**config.mk**
```make
export PLATFORM = sky130hd
export DESIGN_NAME = rtc_irq_ctrl
export DESIGN_NICKNAME = d
export VERILOG_FILES = /design/src/rtl/rtc_irq_pkg.sv /design/src/rtl/rtc_flag_cell.sv /design/src/rtl/rtc_ctrl_reg.sv /design/src/rtl/rtc_vram_bit.sv /design/src/rtl/rtc_irq_ctrl.sv
export SDC_FILE = /design/constraint.sdc
export NUM_CORES = 1
export LEC_CHECK = 0
export BUFFER_PORTS_ARGS = -buffer_cell sky130_fd_sc_hd__buf_2
export CORE_AREA = 2 2 39 41
export DETAILED_ROUTE_END_ITERATION = 8
export DIE_AREA = 0 0 41 43
export PLACE_DENSITY = 0.75
export SLEW_MARGIN = 10
export SYNTH_ARGS = -nofsm -noshare
export SYNTH_HDL_FRONTEND = slang
export SYNTH_HIERARCHICAL = 1
export SYNTH_SLANG_ARGS = --single-unit
```
**constraint.sdc**
```tcl
create_clock -name clk -period 1.55 [get_ports clk]
set_input_delay 0.155 -clock clk [delete_from_list [all_inputs] [get_ports clk]]
set_output_delay 0.155 -clock clk [all_outputs]
set_load 0.005 [all_outputs]
```
**src/rtl/rtc_irq_pkg.sv**
```systemverilog
package rtc_irq_pkg;

    localparam int NSRC      = 3;
    localparam int REG_W     = 8;
    localparam int FLAG_BASE = 4;
    localparam int IRQF_BIT  = 7;

    // control register layout, MSB first; source order matches flag order
    typedef struct packed {
        logic            keep_hi;
        logic [NSRC-1:0] ien;
        logic            sqw_en;
        logic [2:0]      keep_lo;
    } ctrl_t;

    function automatic logic irq_summary(logic [NSRC-1:0] fl, logic [NSRC-1:0] en);
        return |(fl & en);
    endfunction

    function automatic logic [REG_W-1:0] pack_status(logic [NSRC-1:0] fl,
                                                     logic [NSRC-1:0] en);
        logic [REG_W-1:0] r;
        r = '0;
        r[IRQF_BIT] = irq_summary(fl, en);
        r[FLAG_BASE +: NSRC] = fl;
        return r;
    endfunction

endpackage

```
**src/rtl/rtc_flag_cell.sv**
```systemverilog
module rtc_flag_cell (
    input  logic clk,
    input  logic rst,
    input  logic set_i,
    input  logic clr_i,
    output logic flag_o
);

    always_ff @(posedge clk) begin
        if (rst)
            flag_o <= 1'b0;
        else if (set_i)
            flag_o <= 1'b1;   // set beats clear: no lost event
        else if (clr_i)
            flag_o <= 1'b0;
    end

    a_r2_flag_set: assert property (@(posedge clk) disable iff (rst)
        set_i |=> flag_o);

    a_r4_flag_clear: assert property (@(posedge clk) disable iff (rst)
        (clr_i && !set_i) |=> !flag_o);

endmodule

```
**src/rtl/rtc_ctrl_reg.sv**
```systemverilog
module rtc_ctrl_reg
    import rtc_irq_pkg::*;
(
    input  logic  clk,
    input  logic  rst,
    input  logic  wr_i,
    input  ctrl_t wdata_i,
    output ctrl_t q_o
);

    always_ff @(posedge clk) begin
        if (rst) begin
            q_o.ien    <= '0;
            q_o.sqw_en <= 1'b0;
        end else if (wr_i) begin
            q_o <= wdata_i;
        end
    end

    a_r6_write_load: assert property (@(posedge clk) disable iff (rst)
        wr_i |=> (q_o == $past(wdata_i)));

    a_r6_hold: assert property (@(posedge clk) disable iff (rst)
        (!wr_i && !$past(rst)) |=> $stable(q_o));

endmodule

```
**src/rtl/rtc_vram_bit.sv**
```systemverilog
module rtc_vram_bit (
    input  logic clk,
    input  logic pwr_ok_i,
    input  logic acc_i,
    input  logic rd_i,
    output logic vld_o
);

    logic vld_r;

    always_ff @(posedge clk) begin
        if (!pwr_ok_i)
            vld_r <= 1'b0;
        else if (rd_i && acc_i)
            vld_r <= 1'b1;
    end

    assign vld_o = vld_r & pwr_ok_i;

endmodule

```
**src/rtl/rtc_irq_ctrl.sv**
```systemverilog
module rtc_irq_ctrl
    import rtc_irq_pkg::*;
(
    input  logic                clk,
    input  logic                rst_n,
    input  logic                pwr_ok,
    input  logic [NSRC-1:0]     evt,
    input  logic                ctl_wr,
    input  logic [REG_W-1:0]    ctl_wdata,
    output logic [REG_W-1:0]    ctl_q,
    input  logic                stat_rd,
    output logic [REG_W-1:0]    stat_q,
    input  logic                vram_rd,
    output logic                vram_q,
    output logic                irq_oe,
    output logic                irq_lvl
);

    logic            rst;
    logic            acc_ok;
    logic [NSRC-1:0] flags;
    ctrl_t           ctrl;

    assign rst    = ~rst_n;
    assign acc_ok = rst_n;

    for (genvar i = 0; i < NSRC; i++) begin : g_src
        rtc_flag_cell u_flag (
            .clk    (clk),
            .rst    (rst),
            .set_i  (evt[i]),
            .clr_i  (stat_rd & acc_ok),
            .flag_o (flags[i])
        );
    end

    rtc_ctrl_reg u_ctrl (
        .clk     (clk),
        .rst     (rst),
        .wr_i    (ctl_wr & acc_ok),
        .wdata_i (ctrl_t'(ctl_wdata)),
        .q_o     (ctrl)
    );

    rtc_vram_bit u_vram (
        .clk      (clk),
        .pwr_ok_i (pwr_ok),
        .acc_i    (acc_ok),
        .rd_i     (vram_rd),
        .vld_o    (vram_q)
    );

    assign ctl_q   = REG_W'(ctrl);
    assign stat_q  = pack_status(flags, ctrl.ien);
    assign irq_oe  = irq_summary(flags, ctrl.ien) & rst_n;
    assign irq_lvl = 1'b0;

    a_r1_line_matches_regs: assert property (@(posedge clk) disable iff (!rst_n)
        irq_oe == |(stat_q[FLAG_BASE +: NSRC] & ctl_q[FLAG_BASE +: NSRC]));

    a_r4_read_releases: assert property (@(posedge clk) disable iff (!rst_n)
        (stat_rd && evt == '0) |=> !irq_oe);

    a_r9_power_low: assert property (@(posedge clk) disable iff (!rst_n)
        !pwr_ok |-> !vram_q);

    a_r10_read_sets: assert property (@(posedge clk) disable iff (!rst_n)
        (pwr_ok && $past(vram_rd && pwr_ok && rst_n)) |-> vram_q);

endmodule

```
Word-level counts from Yosys, hierarchy flattened:

Index checks and enable logic that the tools add are counted.

* logic and storage cells: 23
* output and inout port bits: 19
* bits of input ports: 17
* bits in registers: 12

* reductions and logical operators: 6
* bitwise operators: 5
* muxes and demuxes: 4

Operator list (number)
* $reduce_bool 2->1: 3
* $and 1x1->1: 4
* $mux 1: 4
* $and 3x3->3: 1
* $reduce_or 3->1: 1
* $reduce_and 2->1: 1
* $logic_and 1x1->1: 1

Logic depth before layout (Yosys ltp):

* depth after elaboration: 3
* mapped depth: 4
* mapped depth without buffers: 3

Cells and area by module:

Netlist, hierarchy kept.

Modules (own cells, without submodules)
* rtc_ctrl_reg: cells an instance 18, instances 1, area an instance 272.8 um^2
* rtc_flag_cell: cells an instance 4, instances 3, area an instance 38.8 um^2
* rtc_irq_ctrl: cells an instance 12, instances 1, area an instance 75.1 um^2
* rtc_vram_bit: cells an instance 4, instances 1, area an instance 37.5 um^2

Worst setup path before layout:

OpenSTA, ideal clock, no wires.

* kind: input-to-reg
* from: in ctl_wr
* to: reg u_ctrl/q_o[0] (netlist bit), enable pin
* stages: 3
* arrival time: 0.646 ns
* setup slack: 0.572 ns
* data required time: 1.218 ns
* path through: and2_1 > buf_6 > nor2b_1

* cells in the longest elaborated chain, start to end: 2

Ends and longest elaborated chain
* start, declared: RTL line rtc_irq_ctrl.sv:8 `input logic ctl_wr,`
* $and 1x1->1: RTL line rtc_irq_ctrl.sv:40 `.wr_i (ctl_wr & acc_ok),`
* $reduce_and 2->1 (no line)
* end signal, assigned: RTL line rtc_ctrl_reg.sv:16 `q_o <= wdata_i;`
* end, declared: RTL line rtc_ctrl_reg.sv:8 `output ctrl_t q_o`

No other way between the ends.
A chain may end at the register's enable or synchronous reset.

Worst setup path in the final report:

* from: reg g_src[1].u_flag.flag_o
* to: out stat_q[7]

* cells in the longest elaborated chain, start to end: 2

Ends and longest elaborated chain
* start, declared: RTL line rtc_flag_cell.sv:6 `output logic flag_o`
* start signal, assigned: RTL line rtc_flag_cell.sv:11 `flag_o <= 1'b0;`
* start signal, assigned: RTL line rtc_flag_cell.sv:13 `flag_o <= 1'b1;`
* start signal, assigned: RTL line rtc_flag_cell.sv:15 `flag_o <= 1'b0;`
* $and 3x3->3: RTL line rtc_irq_pkg.sv:17 `return |(fl & en);`
* $reduce_or 3->1: RTL line rtc_irq_pkg.sv:17
* end, declared: RTL line rtc_irq_ctrl.sv:12 `output logic [REG_W-1:0] stat_q,`

No other way between the ends.

==> reports/qor.yml <==
synth:
  ys_seq_elements: 12
  avgSynthCellArea_um2: 10.91
  synth.distinct_cells: 14
  yosysWarnings: 6
  synthCells: 46
  syn-cell-area_um2: 501.7
  yosysSeqAreaShare_pct: 55.86
layout:
  drive_gt1_share_pct: 46.84
  final_core_utilization_pct: 48.55
  multi_input_area_um2: 168.9
  seq_area_um2: 280.3
  area_delta_synth_final_pct: 33.92
  antenna_cells: 0
  fin_nets: 97
  nFillCells: 137
critical_path:
  critPathMaxFanout: 3
  critical_path_class: "reg -> out"
  rr_startpoint: "g_src[2].u_flag/flag_o"
  critPathLaunchType: "flop"
  arrival_ns: 1.16
  r2r_setup_slack_ns: 0.92
  reg2reg_depth: 2
  r2r-end: "g_src[2].u_flag/flag_o"
  cp.required_ns: 1.39
  setup.worst_path.end_class: "primary output"
clocking:
  clk_latency_ns: 0.26
  cts_resized: 0
  clock-sinks: 12
  numCtsBuffers: 3
  cts-root-buf: "clkbuf_4"
  path_clk_slew_ns: 0.08
  tritoncts: "built"
  postCtsHoldBufs: 0
  htreeDepth: 1
  clk_path_buf_depth: 2
  postCtsSetupRepairBufs: 0
power_and_ir_drop:
  p_leak_uw: 0.0003501
  ir_drop_uv: 386.9
  power.density_nw_per_um2: 932.8
  p_total_uw: 626.7
floorplan:
  rows: 14
  initial_core_util_pct: 36.26
  io_pins: 36
  core-area_um2: 1384
  die_width_um: 41
  die_h_um: 43
  die_area_um2: 1763
placement:
  gp_congestion: 0.7127
  pre_cts_ws_ns: 0.4461
  hpwl_um: 809.1
  port_buffers: 30
job:
  drv_cap: 0
sta:
  fin_crit_sh_pct: 85.08
  setup_slack_ns: 0.2313
  grt_setup_unrepaired: "no"
  finalSetupViolCount: 0
  maxSlewViolCount: 0
  fmax_mhz: 758.3
  tns_ns: 0
  fin_skew_ns: 0
  finalHoldViolCount: 0
  period_needed_ns: 1.319
  hold_slack_ns: 0.06474
global_routing:
  overflow: 0
  grt_pass1_wl_um: 1490
  grt_max_degree: 10
  grt.total_usage_pct: 12.69
  antenna_found_initial: 0
  grt_pass1_vias: 362
drt:
  antenna_left: 0
  drc_errors: 0
  detail_route.iter0.violations: 5
  avgViaCountPerCell: 4.200
  drt_first_pass_iters: 4
  drt-total-wl_um: 985
  routedWlPerCell_um: 10.37
  vias: 399
worst_hold_path:
  hold_path_end: "u_ctrl/q_o[2]"
  hp-class: "in -> reg"
  min_from: "ctl_wdata[2]"
  hold_path_depth: 1
outcome:
  status: "finished clean"
[critical path, stage by stage (launching register included)]
cell and delay (ns):
dfxtp_1 0.32, a222oi_1 0.38, inv_1 0.07, buf_2 0.13
[power breakdown]
| part | switching, uW | total, uW | internal, uW |
|---|---|---|---|
| logic | 37.2 | 81.0 | 43.8 |
| registers | 9.41 | 352 | 342 |
| clock network | 101 | 194 | 92.9 |
[placed cells by master (no fill, tap or decap), drive strengths merged, types with 2 or more instances in the layout]
cell	count
and2	3
edfxtp	4
mux2i	4
dfxtp	8
nand2b	3
conb	5
inv	5
nor2	5
clkbuf	3
a21oi	4
buf	31
nor2b	2
[cells by family after synthesis]
group	after synthesis	synth area share (%)
AO/OA/AOI/OAI	5	8.230
multiplexers	4	7.980
AND/OR/NAND/NOR	13	13.72
other	1	0.7474
flip-flops	12	55.86
buffers and inverters	11	13.47
[stage by stage]
stage          area [um2]  cells
2_1_floorplan       516.7     50
3_3_place_gp        645.6     91
3_5_place_dp        645.6     91
4_1_cts             671.9     95
5_1_grt             671.9     95
6_report            671.9     95
[sequential cells by signal, summed over array words and instances, names as in the netlist]
signal,flops
u_ctrl/q_o,8
g_src.u_flag/flag_o,3
u_vram/vld_r,1
[metal layers]
metal | global-route usage [%] | wire length, um | up-vias
met5 | 0 | 0 | -
li1 | - | - | 207
met4 | 6.000 | 4 | 0
met3 | 5.759 | 104 | 2
met1 | 15.33 | 398 | 172
met2 | 18.44 | 478 | 18
[Yosys cell counts, drive strengths merged]
master,n,area (um2)
buf,6,48.80
nor2,5,18.77
inv,5,18.77
mux2i,4,40.04
a222oi,1,10.01
nand2b,3,18.77
and2,3,18.77
edfxtp,4,120.1
conb,1,3.750
a21oi,4,31.28
dfxtp,8,160.2
nor2b,2,12.51
[cell type report]
type,count,area share [%]
Clock inverter,1,0.5587
Sequential cell,12,41.71
Clock buffer,3,3.352
Inverter,5,2.793
Timing Repair Buffer,31,23.46
Tap cell,16,2.980
Multi-Input combinational cell,27,25.14
[worst max-delay path by stage]
stage | slack, ns | startpoint | endpoint | depth (start not counted)
6_report | 0.23 | g_src[1].u_flag/flag_o | stat_q[7] | 3
5_1_grt | 0.12 | g_src[1].u_flag/flag_o | irq_oe | 3
4_1_cts | 0.22 | g_src[1].u_flag/flag_o | stat_q[7] | 3
3_5_place_dp | 0.45 | rst_n | u_ctrl/q_o[7] | 3
3_3_place_gp | 0.48 | rst_n | u_ctrl/q_o[1] | 3
2_1_floorplan | 0.57 | ctl_wr | u_ctrl/q_o[0] | 3
Power figures use the tool's default switching activity.
